[src/rtl/bfs_pkg.sv]
package bfs_pkg;
  typedef enum logic [1:0] {
    ST_FETCH = 2'd0,
    ST_RUN   = 2'd1,
    ST_HALT  = 2'd2
  } seq_state_t;
endpackage

[src/rtl/bfs_fetch_ctl.sv]
module bfs_fetch_ctl #(
  parameter int ADDR_W   = 24,
  parameter int BUS_W    = 16,
  parameter int VEC_W    = 32,
  parameter int VEC_BASE = 0
) (
  input  logic              clk,
  input  logic              rst_n,
  input  logic              active,
  input  logic              bus_ack,
  input  logic              bus_err,
  input  logic [BUS_W-1:0]  bus_rdata,
  output logic              bus_req,
  output logic [ADDR_W-1:0] bus_addr,
  output logic              ld_ssp,
  output logic              ld_pc,
  output logic [VEC_W-1:0]  vec_value,
  output logic              fault
);
  localparam int WPV    = VEC_W / BUS_W;
  localparam int NWORDS = 2 * WPV;
  localparam int CW     = (NWORDS > 1) ? $clog2(NWORDS) : 1;
  localparam int BYTES  = BUS_W / 8;
  localparam int ACC_W  = VEC_W - BUS_W;

  logic [CW-1:0]    widx;
  logic [ACC_W-1:0] acc, acc_nxt;
  logic             resp_ok;

  assign bus_req   = active;
  assign bus_addr  = ADDR_W'(VEC_BASE) + ADDR_W'(widx) * ADDR_W'(BYTES);
  assign resp_ok   = active & bus_ack & ~bus_err;
  assign fault     = active & bus_err;
  assign ld_ssp    = resp_ok && (widx == CW'(WPV - 1));
  assign ld_pc     = resp_ok && (widx == CW'(NWORDS - 1));
  assign vec_value = {acc, bus_rdata};

  generate
    if (ACC_W > BUS_W) begin : g_wide
      assign acc_nxt = {acc[ACC_W-BUS_W-1:0], bus_rdata};
    end else begin : g_narrow
      assign acc_nxt = bus_rdata[ACC_W-1:0];
    end
  endgenerate

  always_ff @(posedge clk or negedge rst_n) begin
    if (!rst_n) begin
      widx <= '0;
      acc  <= '0;
    end else if (!active) begin
      widx <= '0;
    end else if (resp_ok) begin
      widx <= widx + CW'(1);
      acc  <= acc_nxt;
    end
  end

  assert_req_hold_R5: assert property (@(posedge clk) disable iff (!rst_n)
    (bus_req && !bus_ack && !bus_err) |=> (bus_req && $stable(bus_addr)));

  assert_addr_window_R1: assert property (@(posedge clk) disable iff (!rst_n)
    bus_req |-> ((bus_addr - ADDR_W'(VEC_BASE)) < ADDR_W'(NWORDS * BYTES)));
endmodule

[src/rtl/bfs_stack_mon.sv]
module bfs_stack_mon (
  input  logic clk,
  input  logic rst_n,
  input  logic enable,
  input  logic exc_begin,
  input  logic insn_begin,
  input  logic bus_err,
  output logic dbl_fault
);
  logic stk;

  assign dbl_fault = enable & stk & bus_err;

  always_ff @(posedge clk or negedge rst_n) begin
    if (!rst_n)                   stk <= 1'b0;
    else if (!enable || dbl_fault) stk <= 1'b0;
    else if (exc_begin)           stk <= 1'b1;
    else if (insn_begin)          stk <= 1'b0;
  end

  assert_phase_open_R7: assert property (@(posedge clk) disable iff (!rst_n)
    (enable && $past(enable) && $past(exc_begin) && bus_err) |-> dbl_fault);

  assert_phase_close_R8: assert property (@(posedge clk) disable iff (!rst_n)
    (enable && $past(enable) && $past(insn_begin && !exc_begin)) |-> !dbl_fault);
endmodule

[src/rtl/bfs_arch_regs.sv]
module bfs_arch_regs #(
  parameter int VEC_W  = 32,
  parameter int MASK_W = 3
) (
  input  logic              clk,
  input  logic              rst_n,
  input  logic              ld_ssp,
  input  logic              ld_pc,
  input  logic [VEC_W-1:0]  value,
  output logic [VEC_W-1:0]  ssp,
  output logic [VEC_W-1:0]  pc,
  output logic [MASK_W-1:0] int_mask
);
  always_ff @(posedge clk or negedge rst_n) begin
    if (!rst_n) begin
      ssp      <= '0;
      pc       <= '0;
      int_mask <= '0;
    end else begin
      if (ld_ssp) ssp <= value;
      if (ld_pc) begin
        pc       <= value;
        int_mask <= '1;
      end
    end
  end
endmodule

[src/rtl/boot_fault_seq.sv]
module boot_fault_seq #(
  parameter int ADDR_W   = 24,
  parameter int BUS_W    = 16,
  parameter int VEC_W    = 32,
  parameter int MASK_W   = 3,
  parameter int VEC_BASE = 0
) (
  input  logic              clk,
  input  logic              rst_n,
  input  logic              wdog_tmo,
  output logic              bus_req,
  output logic [ADDR_W-1:0] bus_addr,
  input  logic [BUS_W-1:0]  bus_rdata,
  input  logic              bus_ack,
  input  logic              bus_err,
  input  logic              exc_begin,
  input  logic              insn_begin,
  output logic [VEC_W-1:0]  ssp,
  output logic [VEC_W-1:0]  pc,
  output logic [MASK_W-1:0] int_mask,
  output logic              start,
  output logic              halt
);
  import bfs_pkg::*;

  seq_state_t         state, state_nxt;
  logic               ld_ssp, ld_pc, fetch_fault, dbl_fault;
  logic [VEC_W-1:0]   vec_value;

  bfs_fetch_ctl #(
    .ADDR_W(ADDR_W), .BUS_W(BUS_W), .VEC_W(VEC_W), .VEC_BASE(VEC_BASE)
  ) u_fetch (
    .clk(clk), .rst_n(rst_n), .active(state == ST_FETCH),
    .bus_ack(bus_ack), .bus_err(bus_err), .bus_rdata(bus_rdata),
    .bus_req(bus_req), .bus_addr(bus_addr),
    .ld_ssp(ld_ssp), .ld_pc(ld_pc), .vec_value(vec_value), .fault(fetch_fault)
  );

  bfs_stack_mon u_stk (
    .clk(clk), .rst_n(rst_n), .enable(state == ST_RUN),
    .exc_begin(exc_begin), .insn_begin(insn_begin), .bus_err(bus_err),
    .dbl_fault(dbl_fault)
  );

  bfs_arch_regs #(.VEC_W(VEC_W), .MASK_W(MASK_W)) u_regs (
    .clk(clk), .rst_n(rst_n), .ld_ssp(ld_ssp), .ld_pc(ld_pc),
    .value(vec_value), .ssp(ssp), .pc(pc), .int_mask(int_mask)
  );

  always_comb begin
    state_nxt = state;
    unique case (state)
      ST_FETCH: if (fetch_fault) state_nxt = ST_HALT;
                else if (ld_pc) state_nxt = ST_RUN;
      ST_RUN:   if (dbl_fault) state_nxt = ST_HALT;
      ST_HALT:  if (wdog_tmo) state_nxt = ST_FETCH;
      default:  state_nxt = ST_HALT;
    endcase
  end

  always_ff @(posedge clk or negedge rst_n) begin
    if (!rst_n) begin
      state <= ST_FETCH;
      start <= 1'b0;
    end else begin
      state <= state_nxt;
      start <= ld_pc;
    end
  end

  assign halt = (state == ST_HALT);

  assert_halt_sticky_R9: assert property (@(posedge clk) disable iff (!rst_n)
    (halt && !wdog_tmo) |=> (halt && !bus_req));

  assert_start_pulse_R4: assert property (@(posedge clk) disable iff (!rst_n)
    start |=> !start);

  assert_start_mask_R4: assert property (@(posedge clk) disable iff (!rst_n)
    start |-> (int_mask == {MASK_W{1'b1}}));

  assert_halt_cause_R6: assert property (@(posedge clk) disable iff (!rst_n)
    $rose(halt) |-> $past(bus_err));

  assert_wdog_restart_R10: assert property (@(posedge clk) disable iff (!rst_n)
    (halt && wdog_tmo) |=> (bus_req && bus_addr == ADDR_W'(VEC_BASE)));
endmodule

[config.mk]
export PLATFORM = sky130hd
export DESIGN_NAME = boot_fault_seq
export DESIGN_NICKNAME = d
export VERILOG_FILES = /design/src/rtl/bfs_pkg.sv /design/src/rtl/bfs_fetch_ctl.sv /design/src/rtl/bfs_stack_mon.sv /design/src/rtl/bfs_arch_regs.sv /design/src/rtl/boot_fault_seq.sv
export SDC_FILE = /design/constraint.sdc
export NUM_CORES = 1
export LEC_CHECK = 0
export BUFFER_PORTS_ARGS = -buffer_cell sky130_fd_sc_hd__clkbuf_2
export CAP_MARGIN = 0
export CORE_UTILIZATION = 45
export CTS_CLUSTER_DIAMETER = 100
export CTS_CLUSTER_SIZE = 40
export DETAILED_ROUTE_END_ITERATION = 16
export PLACE_DENSITY_LB_ADDON = 0.25
export SYNTH_ARGS = -nofsm -noshare
export SYNTH_HDL_FRONTEND = slang
export SYNTH_SLANG_ARGS = --single-unit
[constraint.sdc]
create_clock -name clk -period 2.25 [get_ports clk]
set_input_delay 0.225 -clock clk [delete_from_list [all_inputs] [get_ports clk]]
set_output_delay 0.225 -clock clk [all_outputs]
set_load 0.01 [all_outputs]
### Word-level counts from Yosys, hierarchy flattened

Index checks and enable logic that the tools add are counted.

* register bits after elaboration: 87
* latch bits: 0
* memory bits (writable): 0
* memory bits (read-only): 0
* input bits: 23
* output and inout port bits: 94
* word-level logic and storage cells: 41
* memories: 0

* $add $sub $neg: 1
* $mul: 0
* divide/modulo/power cells: 0
* magnitude comparators: 0
* equality and inequality tests: 8
* shifts and indexed selects: 0
* multiplexer cells: 10
* bitwise operators: 6
* reduce and logical (&&, ||, !) cells: 8

Operator list (count)
* 2-bit two-way mux: 6
* 2-bit inequality test, second input constant: 3
* 2-bit case mux with 3 select lines: 1
* 1-bit AND: 5
* 2-bit by 1-bit equality test with 1-bit output, second input constant: 2
* 2-bit equality test, second input constant: 2
* 1-bit two-way mux: 3
* 3-bit inequality test, second input constant: 1
* 3-bit AND reduction: 1
* 3-bit nonzero test: 1
* 2-bit by 1-bit adder with 2-bit output, second input constant: 1
* 1-bit logical AND: 2
* 2-bit logical NOT: 1
* 2-bit AND reduction: 1
* 1-bit logical NOT: 1
* 1-bit logical OR: 1
* 1-bit inverter: 1

### Logic depth before layout (Yosys ltp)

Gate-level depths: netlist (run 1).

* depth after elaboration: 7
* mapped depth: 6
* depth with buffers taken out: 4

### By module

A second synthesis (run 1) with hierarchy kept.

* cells, all modules: 246
* area, all modules: 4006.3 µm²

By module, submodules not included
* bfs_arch_regs: times used 1, cells an instance 140, area each 2732.6 µm²
* bfs_fetch_ctl: times used 1, cells an instance 88, area each 1083.5 µm²
* boot_fault_seq: times used 1, cells an instance 13, area each 137.6 µm²
* bfs_stack_mon: times used 1, cells an instance 5, area each 52.6 µm²

### Worst setup path after synthesis (run 1)

OpenSTA, ideal clock, no wires.

* kind: register to register
* from: register state[1]
* to: register u_regs.pc[10]
* setup time: 125 ps
* arrival time: 1463 ps
* data required time: 2125 ps
* path slack: 662 ps
* cell stages (with the launch flop): 7
* path buffers: 3
* path through: dfrtp_1 -> buf_6 -> nor4b_2 -> buf_4 -> nand2_4 -> buf_6 -> mux2_4

* word-level cells in the longest chain between the ends: 4

RTL lines
* from (decl): line boot_fault_seq.sv:26 `seq_state_t state, state_nxt;`
* from (signal assigned): line boot_fault_seq.sv:66 `state <= state_nxt;`
* 2-bit logical NOT: line boot_fault_seq.sv:33 `.clk(clk), .rst_n(rst_n), .active(state == ST_FETCH),`
* 1-bit AND (2 in series): line bfs_fetch_ctl.sv:32 `assign resp_ok = active & bus_ack & ~bus_err;`
* 1-bit logical AND: line bfs_fetch_ctl.sv:35 `assign ld_pc = resp_ok && (widx == CW'(NWORDS - 1));`
* to (signal assigned): line bfs_arch_regs.sv:22 `pc <= value;`
* to (decl): line bfs_arch_regs.sv:11 `output logic [VEC_W-1:0] pc,`

Every way passes these cells.
A chain may end at the register's enable or synchronous reset.

### Worst setup path in the final report (run 1)

* from: register state[1]
* to: register u_regs.pc[15]

Same word-level chain as after synthesis.

==> results.md, run 1 <==
* Unique masters post-synth at 21
* Placer congestion estimate at 0.765
* Crit path launch type: register
* Comb pwr share at 0.237
* WS Path Type: reg -> reg
* Pin count of the biggest net entering global routing at 54
* IR drop worst, VDD at 392 uV
* Slowest CP cell: dfrtp_1
* Total CTS buffers at 9
* Total of max-cap violations at 0
* CP cell instances: nor4b_4 > nand2_4 > buf_12 > mux2_4
* All-Layer GR Usage at 0.159
* Critical R2R Launch: state[1]
* Cell taking the most area after synthesis: dfrtp_1
* Setup crit end kind: register
* Final core occ at 0.564
* Critical path data arrival time at 2050 ps
* Hold Crit Start: wdog_tmo
* Root cell of the clock tree: clkbuf_8
* Final Power at 4.36 mW
* Most frequent cell after synthesis: dfrtp_1
* Sequential Power Share at 0.497
* Worst Hold Slack at 72.4 ps
* Clock buffer depth at 2
* #FFs+latches synth at 87
* Initial antenna violation count at 0
* Slew HR at 0.551
* Synth top cells by count: dfrtp_1 (87), mux2_4 (58), buf_4 (26)
* Critical Path RT at 2480 ps
* Synth warn at 0
* Routed Antenna Nets at 0
* # setup viols final at 0
* Ports at 117
* Sequential fraction of the synthesis area at 0.581
* Core area at 7890 sq um
* Post-synthesis cell area at 3750 sq um
* Leakage dissipation at 2.53 nW
* H-tree Lvls at 3
* Drt wl/cell at 14.8 um
* Cell Pwr Density at 981 nW/um^2
* TritonCTS clock tree: done
* Row cnt at 32
* Primary FF master, synth: dfrtp_1
* Worst skew pair latency at 340 ps
* Final hold violation count at 0
* Top delay family on crit path: simple AND/OR/NAND/NOR gates
* Die width at 93.3 um
* Clk pwr share at 0.265
* ANT cells at 0
* Ys async rst share at 1.00
* Int Power at 3.18 mW
* GRT overflow at 0
* Vias in the first global route at 1969
* Worst Setup SP: state[1]
* Initial Utilization at 0.475
* Max-slew violation total from the final report at 0
* DP HPWL at 4.42 mm
* Worst Skew at 7.93 ps
* CP max stage delay at 480 ps
* Die footprint at 8700 sq um
* Area delta synth->final at 18.7%
* Avg Cell Area, Syn at 16.6 sq um
* Number of synthesized flops with an enable pin at 0
* Syn Inst Count at 226
* Psw at 1.18 mW
* RSZ-0062 raised after global routing: false
* Tcrit/Tclk final at 0.811
* Drt pass-1 iters at 2
* Worst Path Buf+Inv at 1
* Total number of vias at 2007
* Minimum clock period at 1820 ps
* CP max FO at 23
* First-pass GRT wire length at 10.4 mm
* WL final at 6.40 mm
* Synth top area share at 0.581
* Drc violations at 0
* Sw Share at 0.271
* Nets@finish at 350
* Worst Tran Pin Value at 674 ps
* Hold Crit Class: in -> reg
* TNS Setup at 0 ps
* Worst-path clk slew at 80 ps
* Starting DRT DRC Count at 60
* Layout cells sized above 1 at 0.594
* Area contributors post-synth: dfrtp_1 (58%), mux2_4 (23%), mux2_2 (6.6%)
* Drt via density at 4.65
* Die H at 93.3 um
* Run status: completed
* FMAX at 548 MHz
* Clock Sinks at 87
* IO Port Bufs at 94
power groups by stage:
stage / sequential (mW) / combinational, mW / clock (mW)
floorplan: 2.28 / 0.571 / 0
global placement: 2.18 / 1.04 / 0
detailed placement: 2.20 / 1.05 / 0
CTS: 2.17 / 1.06 / 1.20
global route: 2.22 / 1.13 / 1.26
finish: 2.17 / 1.04 / 1.16
layout make-up:
cell class                 count  area [sq um]
clock buffer                  11           131
clock inverter                 5          81.3
fill                         661          3440
inverter                       4          15.0
multi-input combinational    123          1370
sequential                    87          2180
tap                          102           128
timing repair buffer         100           546
path summary, 6_finish.rpt:
| path | cells after the start | slack (ps) | to |
|---|---|---|---|
| worst min-delay path | 2 | 70 | state[1] |
| worst max register to register | 4 | 430 | u_regs.pc[15] |
| max in group asynchronous | 3 | 1150 | u_fetch.acc[12] |
| min in group asynchronous | 2 | 460 | u_regs.pc[24] |
| worst min register to register | 1 | 490 | u_stk.stk |
| worst max-delay path | 4 | 430 | u_regs.pc[15] |
metrics by stage:
stage	instances	cell area [sq um]	worst slack, ps
CTS	432	4450	412
finish	432	4450	426
global placement	415	4230	476
global route	432	4450	361
floorplan	247	3830	662
detailed placement	415	4230	421
registers in the layout, indices dropped and copies added (netlist names):
name	count
u_regs.pc	32
u_regs.ssp	32
u_fetch.acc	16
state	2
u_fetch.widx	2
start	1
u_regs.int_mask	1
u_stk.stk	1
cell usage in the layout (no fill, tap or decap):
master / Yosys / routed
clkbuf_2: 0 / 93
dfrtp_1: 87 / 87
mux2_4: 58 / 58
mux2_2: 22 / 22
conb_1: 1 / 22
clkbuf_8: 0 / 9
inv_1: 4 / 4
buf_4: 26 / 4
a21oi_1: 3 / 3
nor2_1: 2 / 2
nand2_4: 2 / 2
nor2b_1: 2 / 2
nand2b_1: 2 / 2
ha_1: 2 / 2
bufinv_16: 0 / 2
clkbuf_1: 0 / 2
buf_12: 0 / 2
nor4b_4: 0 / 1
xnor2_1: 1 / 1
nor3_1: 1 / 1
nand2_1: 1 / 1
mux2i_1: 1 / 1
a2111oi_0: 1 / 1
o21a_1: 1 / 1
a31oi_1: 1 / 1
inv_6: 0 / 1
clkinv_2: 0 / 1
clkinvlp_4: 0 / 1
dlygate4sd3_1: 0 / 1
metal layers:
layer | up-vias | share of wire | global-route usage
li1 | 926 | - | -
met1 | 993 | 0.48 | 0.225
met2 | 77 | 0.45 | 0.233
met3 | 11 | 0.052 | 0.0366
met4 | 0 | 0.020 | 0.0692
met5 | - | 0 | 0
what timing repair did:
| item | CTS | global route |
|---|---|---|
| buffers inserted | 0 | 0 |
| hold buffers | 1 | 0 |
| gates resized for setup | 0 | 0 |
| hold endpoints to repair | 52 | 0 |
cell families after synthesis:
logic type                 synth area share
AOI/OAI and AO/OA                    0.0100
muxes                                 0.301
other                               0.00100
xor gates and xnor gates            0.00234
adders and majority gates           0.00667
buffers and inverters                0.0771
and+or+nand+nor                      0.0210
DFF                                   0.581
Power figures use the tool's default switching activity.
==> run 2, diff against run 1 <==
clock period = 1.86 ns   (was 2.25 ns; I/O delays follow)
==> run 2 against run 1 <==
Effect of this change:
- clock skew up 3.1 ps
- wire length up 1.0%
- fmax up 3.4%
- sequential share of layout area about the same
- largest cell class unchanged
- clock power up 10%
- die area unchanged
- critical endpoint is now u_fetch.acc[6]
- first-iteration DRC count up 32%
- critical path depth down 1
- cell count up 0.23%
- flip-flop and latch count unchanged
- critical path type unchanged
==> results.md, run 2 (synthesis gave the netlist of run 1 again) <==
* Comb pwr share at 0.243 (+0.006)
* Run status: completed
* Clk pwr share at 0.247 (-0.018)
* First-pass GRT wire length at 10.5 mm (+0.73%)
* Total of max-cap violations at 0 (unchanged)
* Final hold violation count at 0 (unchanged)
* CP max FO at 17 (-26%)
* Initial antenna violation count at 0 (unchanged)
* Routed Antenna Nets at 0 (unchanged)
* Slowest CP cell: dfrtp_1
* Drt pass-1 iters at 2 (unchanged)
* Crit path launch type: register
* Clock Sinks at 87 (unchanged)
* Total number of vias at 2007 (unchanged)
* H-tree Lvls at 3 (unchanged)
* Root cell of the clock tree: clkbuf_8
* Commonest non-fill, non-tap cell in the layout: clkbuf_2
* Die footprint at 8700 sq um (unchanged)
* Pin count of the biggest net entering global routing at 60 (+11%)
* TNS Setup at 0 ps (unchanged)
* Most frequent cells in the layout: clkbuf_2 (93), dfrtp_1 (87), mux2_4 (58)
* Setup crit end kind: register
* DP HPWL at 4.43 mm (+0.18%)
* Nets@finish at 351 (+0.29%)
* Worst Hold Slack at 24.7 ps (-47.7 ps)
* ANT cells at 0 (unchanged)
* Vias in the first global route at 2038 (+3.5%)
* WL final at 6.47 mm (+1.0%)
* Largest registers: u_regs.pc (32), u_regs.ssp (32), u_fetch.acc (16)
* Worst Path Buf+Inv at 1 (unchanged)
* CP max stage delay at 480 ps (about the same)
* Cell Pwr Density at 1160 nW/um^2 (+19%)
* Leakage dissipation at 2.53 nW (-0.15%)
* Hold Crit Class: in -> reg
* Total CTS buffers at 9 (unchanged)
* Final Power at 5.17 mW (+18%)
* Core area at 7890 sq um (unchanged)
* Tcrit/Tclk final at 0.948 (+0.137)
* Clock buffer depth at 2 (unchanged)
* Worst-path clk slew at 80 ps (about the same)
* Minimum clock period at 1760 ps (-60.7 ps)
* Initial Utilization at 0.475 (unchanged)
* Die width at 93.3 um (unchanged)
* Int Power at 3.71 mW (+17%)
* Max-slew violation total from the final report at 0 (unchanged)
* Starting DRT DRC Count at 79 (+32%)
* Drc violations at 0 (unchanged)
* GRT overflow at 0 (unchanged)
* Die H at 93.3 um (unchanged)
* Critical path data arrival time at 1990 ps (-60 ps)
* TritonCTS clock tree: done
* Post-CTS sizing at 0 (unchanged)
* Post-cts hold buffer count at 1 (unchanged)
* Worst Skew at 11.0 ps (+3.08 ps)
* Area delta synth->final at 18.6% (about the same)
* Psw at 1.46 mW (+23%)
* Layout cells sized above 1 at 0.595 (+0.00123)
* # setup viols final at 0 (unchanged)
* Sw Share at 0.282 (+0.0110)
* Placer congestion estimate at 0.705 (-7.9%)
* Drt via density at 4.64 (-0.23%)
* CP cell instances: nor4b_4 > buf_4 > mux2_2
* RSZ-0062 raised after global routing: false
* Sequential Power Share at 0.509 (+0.012)
* IR drop worst, VDD at 528 uV (+35%)
* FMAX at 567 MHz (+3.4%)
* Top delay family on crit path: flip-flops
* Row cnt at 32 (unchanged)
* All-Layer GR Usage at 0.161 (+0.00183)
* Worst skew pair latency at 350 ps (about the same)
* Number of setup buffers added after CTS at 0 (unchanged)
* Ports at 117 (unchanged)
* Critical Path RT at 2090 ps (-390 ps)
* WS Path Type: reg -> reg
* Drt wl/cell at 14.9 um (+0.81%)
* IO Port Bufs at 94 (unchanged)
==> run 2: cell types whose count changed in the layout (fill, tap and decap cells not counted), sizes merged <==
| cell | before | now |
|---|---|---|
| inv | 5 | 4 |
| clkinv | 1 | 2 |
| bufinv | 2 | 1 |
| clkinvlp | 1 | 2 |
| buf | 6 | 7 |
==> run 2: per-layer routing <==
| layer | track usage | up-vias | wire length [um] |
|---|---|---|---|
| met1 | 0.217 | 994 | 3060 |
| met2 | 0.245 | 74 | 2980 |
| met4 | 0.0808 | 0 | 112 |
| met3 | 0.0333 | 8 | 308 |
| met5 | 0 | - | 0 |
| li1 | - | 931 | - |
==> run 2: cell type report <==
| class | count | area (sq um) |
|---|---|---|
| Timing Repair Buffer | 101 | 566 |
| Clock inverter | 5 | 58.8 |
| Fill cell | 664 | 3440 |
| Multi-Input combinational cell | 123 | 1370 |
| Tap cell | 102 | 128 |
| Sequential cell | 87 | 2180 |
| Clock buffer | 11 | 131 |
| Inverter | 4 | 15.0 |
==> run 2: power by group through the flow <==
stage | Clock (mW) | Combinational, mW | Sequential [mW]
3_3_place_gp | 0 | 1.24 | 2.65
3_5_place_dp | 0 | 1.27 | 2.67
6_report | 1.28 | 1.26 | 2.63
2_1_floorplan | 0 | 0.690 | 2.76
5_1_grt | 1.41 | 1.35 | 2.70
4_1_cts | 1.33 | 1.28 | 2.64
==> run 2: metrics by stage <==
step,cells,worst slack (ps),area (sq um),util
floorplan,247,272,3830,-
finish,433,96.5,4450,0.564
CTS,433,95.0,4450,0.564
detailed placement,416,106,4250,0.538
global route,433,20.0,4450,0.564
global placement,416,147,4250,0.538
==> run 2: final timing paths <==
check,slack [ps],start,cells after the start,end
max reg2reg,100,state[1],3,u_fetch.acc[6]
min reg2reg,490,u_stk.stk,1,u_stk.stk
max,100,state[1],3,u_fetch.acc[6]
min in group asynchronous,310,rst_n,2,u_regs.pc[8]
max in group asynchronous,900,rst_n,3,u_fetch.acc[14]
min,20,wdog_tmo,2,state[1]
==> run 3, diff against run 2 <==
CELL_PAD_IN_SITES_DETAIL_PLACEMENT = 0   (was not set)
CELL_PAD_IN_SITES_GLOBAL_PLACEMENT = 1   (was not set)
CORE_UTILIZATION = 41   (was 45)
==> run 3 against run 2 <==
Effect of this change:
- the run now ends with design-rule violations left
- clock power about the same
- worst setup slack better by 90 ps
- register-to-register slack better by 90 ps
- global-route usage down 1.1 points
- critical endpoint is now u_fetch.acc[11]
- largest cell class unchanged
==> results.md, run 3 (synthesis gave the netlist of run 1 again) <==
* Worst-path clk slew at 90 ps (about the same)
* Hold Crit Class: in -> reg
* Max-slew violation total from the final report at 0 (unchanged)
* CP max FO at 11 (-6)
* Worst Hold Slack at 95.5 ps (+70.7 ps)
* TritonCTS clock tree: done
* Starting DRT DRC Count at 75 (-5.1%)
* Run status: complete, but fails checks
* TNS Setup at 0 ps (unchanged)
* Non-Filler Instances at 443 (+2.3%)
* Final Cell Area at 4490 sq um (+1.0%)
* Die H at 97.6 um (+4.7%)
* Routed Antenna Nets at 0 (unchanged)
* Row cnt at 34 (+6.3%)
* Grt met1 use at 0.205 (-0.0129)
* Drt pass-1 iters at 10 (+8)
* Final hold violation count at 0 (unchanged)
* Number of setup buffers added after CTS at 0 (unchanged)
* Hold Path Sink: u_regs.pc[9]
* Register area at 2180 sq um (unchanged)
* Critical R2R Launch: state[0]
* WL final at 6.61 mm (+2.1%)
* Initial antenna violation count at 0 (unchanged)
* Filler instances at 762 (+15%)
* IR drop worst, VDD at 505 uV (-4.4%)
* Ports at 117 (unchanged)
* Tcrit/Tclk final at 0.900 (-0.0482)
* Dpl cell area at 4280 sq um (+0.71%)
* Dpl ws at 192 ps (+85.8 ps)
* Largest registers: u_regs.pc (32), u_regs.ssp (32), u_fetch.acc (16)
* Critical Path RT at 2090 ps (about the same)
* GRT busiest layer: met2
* Commonest non-fill, non-tap cell in the layout: clkbuf_2
* WS Path Type: reg -> reg
* Drc violations at 14 (+14)
* Met3 GRT Util at 0.0554 (+0.0221)
* Drt via density at 4.65 (+0.23%)
* Total number of vias at 2058 (+2.5%)
* Area of the multi-input gates at 1370 sq um (unchanged)
* # setup viols final at 0 (unchanged)
* Core area at 8810 sq um (+12%)
* Hold Crit Start: bus_rdata[9]
* H-tree Lvls at 3 (unchanged)
* First-pass GRT wire length at 11.0 mm (+4.7%)
* ANT cells at 0 (unchanged)
* Setup crit end kind: register
* Worst R2R Path Depth at 3 (unchanged)
* Vias in the first global route at 2026 (-0.59%)
* Crit path launch type: register
* Cell Pwr Density at 1160 nW/um^2 (-0.45%)
* Worst Skew at 12.7 ps (+1.69 ps)
* Met2 GRT Util at 0.218 (-0.0269)
* Die footprint at 9530 sq um (+9.5%)
* Leakage dissipation at 2.55 nW (+0.84%)
* Initial Utilization at 0.426 (-0.0496)
* Failing checks: design-rule violations
* Most frequent cells in the layout: clkbuf_2 (93), dfrtp_1 (87), mux2_4 (58)
* Worst skew pair latency at 350 ps (about the same)
* Die width at 97.6 um (+4.7%)
* Placer congestion estimate at 0.729 (+3.4%)
* Total of max-cap violations at 0 (unchanged)
* GRT overflow at 0 (unchanged)
* Clock Sinks at 87 (unchanged)
* IO Port Bufs at 94 (unchanged)
* Clock buffer depth at 2 (unchanged)
* All-Layer GR Usage at 0.150 (-0.0108)
* Total CTS buffers at 9 (unchanged)
* RSZ-0062 raised after global routing: false
* Area delta synth->final at 19.8%
* DP HPWL at 4.55 mm (+2.8%)
* Critical path data arrival time at 1900 ps (-90 ps)
* Drt wl/cell at 14.9 um (-0.17%)
* Worst r2r dst: u_fetch.acc[11]
* Register-to-register setup slack at 190 ps (+90 ps)
* Post-CTS sizing at 0 (unchanged)
* Root cell of the clock tree: clkbuf_8
* Nets@finish at 355 (+1.1%)
* FMAX at 597 MHz (+5.4%)
* Pin count of the biggest net entering global routing at 48 (-20%)
* Layout cells sized above 1 at 0.603 (+0.00782)
* Post-cts hold buffer count at 2 (+1)
* Hold Path Stages at 2 (unchanged)
* Minimum clock period at 1670 ps (-89.6 ps)
* DP Cell Count at 425 (+2.2%)
* Final worst slack at 186 ps (+89.6 ps)
[run 3: cell types whose count changed in the layout (fill, tap and decap cells not counted), sizes merged]
| cell | before | now |
|---|---|---|
| inv | 4 | 5 |
| clkbuf | 104 | 102 |
| dlygate4sd3 | 1 | 2 |
| buf | 7 | 10 |
| clkinvlp | 2 | 3 |
[run 3: stage by stage]
stage           util  power, mW
6_report       0.510       5.20
5_1_grt        0.510       5.50
4_1_cts        0.510       5.28
3_5_place_dp   0.486       3.95
3_3_place_gp   0.486       3.91
2_1_floorplan      -       3.45
[run 3: critical path: stages (launching register included)]
cell and delay, ps:
dfrtp_1 480, nor4b_4 430, buf_4 290, mux2_2 350
[run 3: area by class of cell]
type	instances	area share
multi-input combinational	123	0.305
tap	108	0.0301
clock buffer	9	0.0276
sequential	87	0.485
inverter	4	0.00334
timing repair buffer	105	0.133
clock inverter	7	0.0159
[run 3: report_power, final]
group	switching, mW	internal, mW	total (mW)
Sequential	0.287	2.34	2.62
Combinational	0.513	0.762	1.28
Clock	0.681	0.620	1.30
[run 3: worst max path at each step]
stage	from	end	slack (ps)	cells after the start
6_report	state[0]	u_fetch.acc[11]	190	3
2_1_floorplan	state[1]	u_regs.pc[10]	270	6
3_5_place_dp	state[0]	u_fetch.acc[14]	190	3
4_1_cts	state[0]	u_fetch.acc[11]	170	3
3_3_place_gp	state[0]	u_fetch.acc[5]	250	3
5_1_grt	state[0]	u_fetch.acc[11]	100	3
[run 3: layer usage]
| metal | share of wire | wire length [um] |
|---|---|---|
| met4 | 0.013 | 84 |
| met5 | 0 | 0 |
| met3 | 0.067 | 443 |
| met1 | 0.48 | 3150 |
| met2 | 0.44 | 2930 |
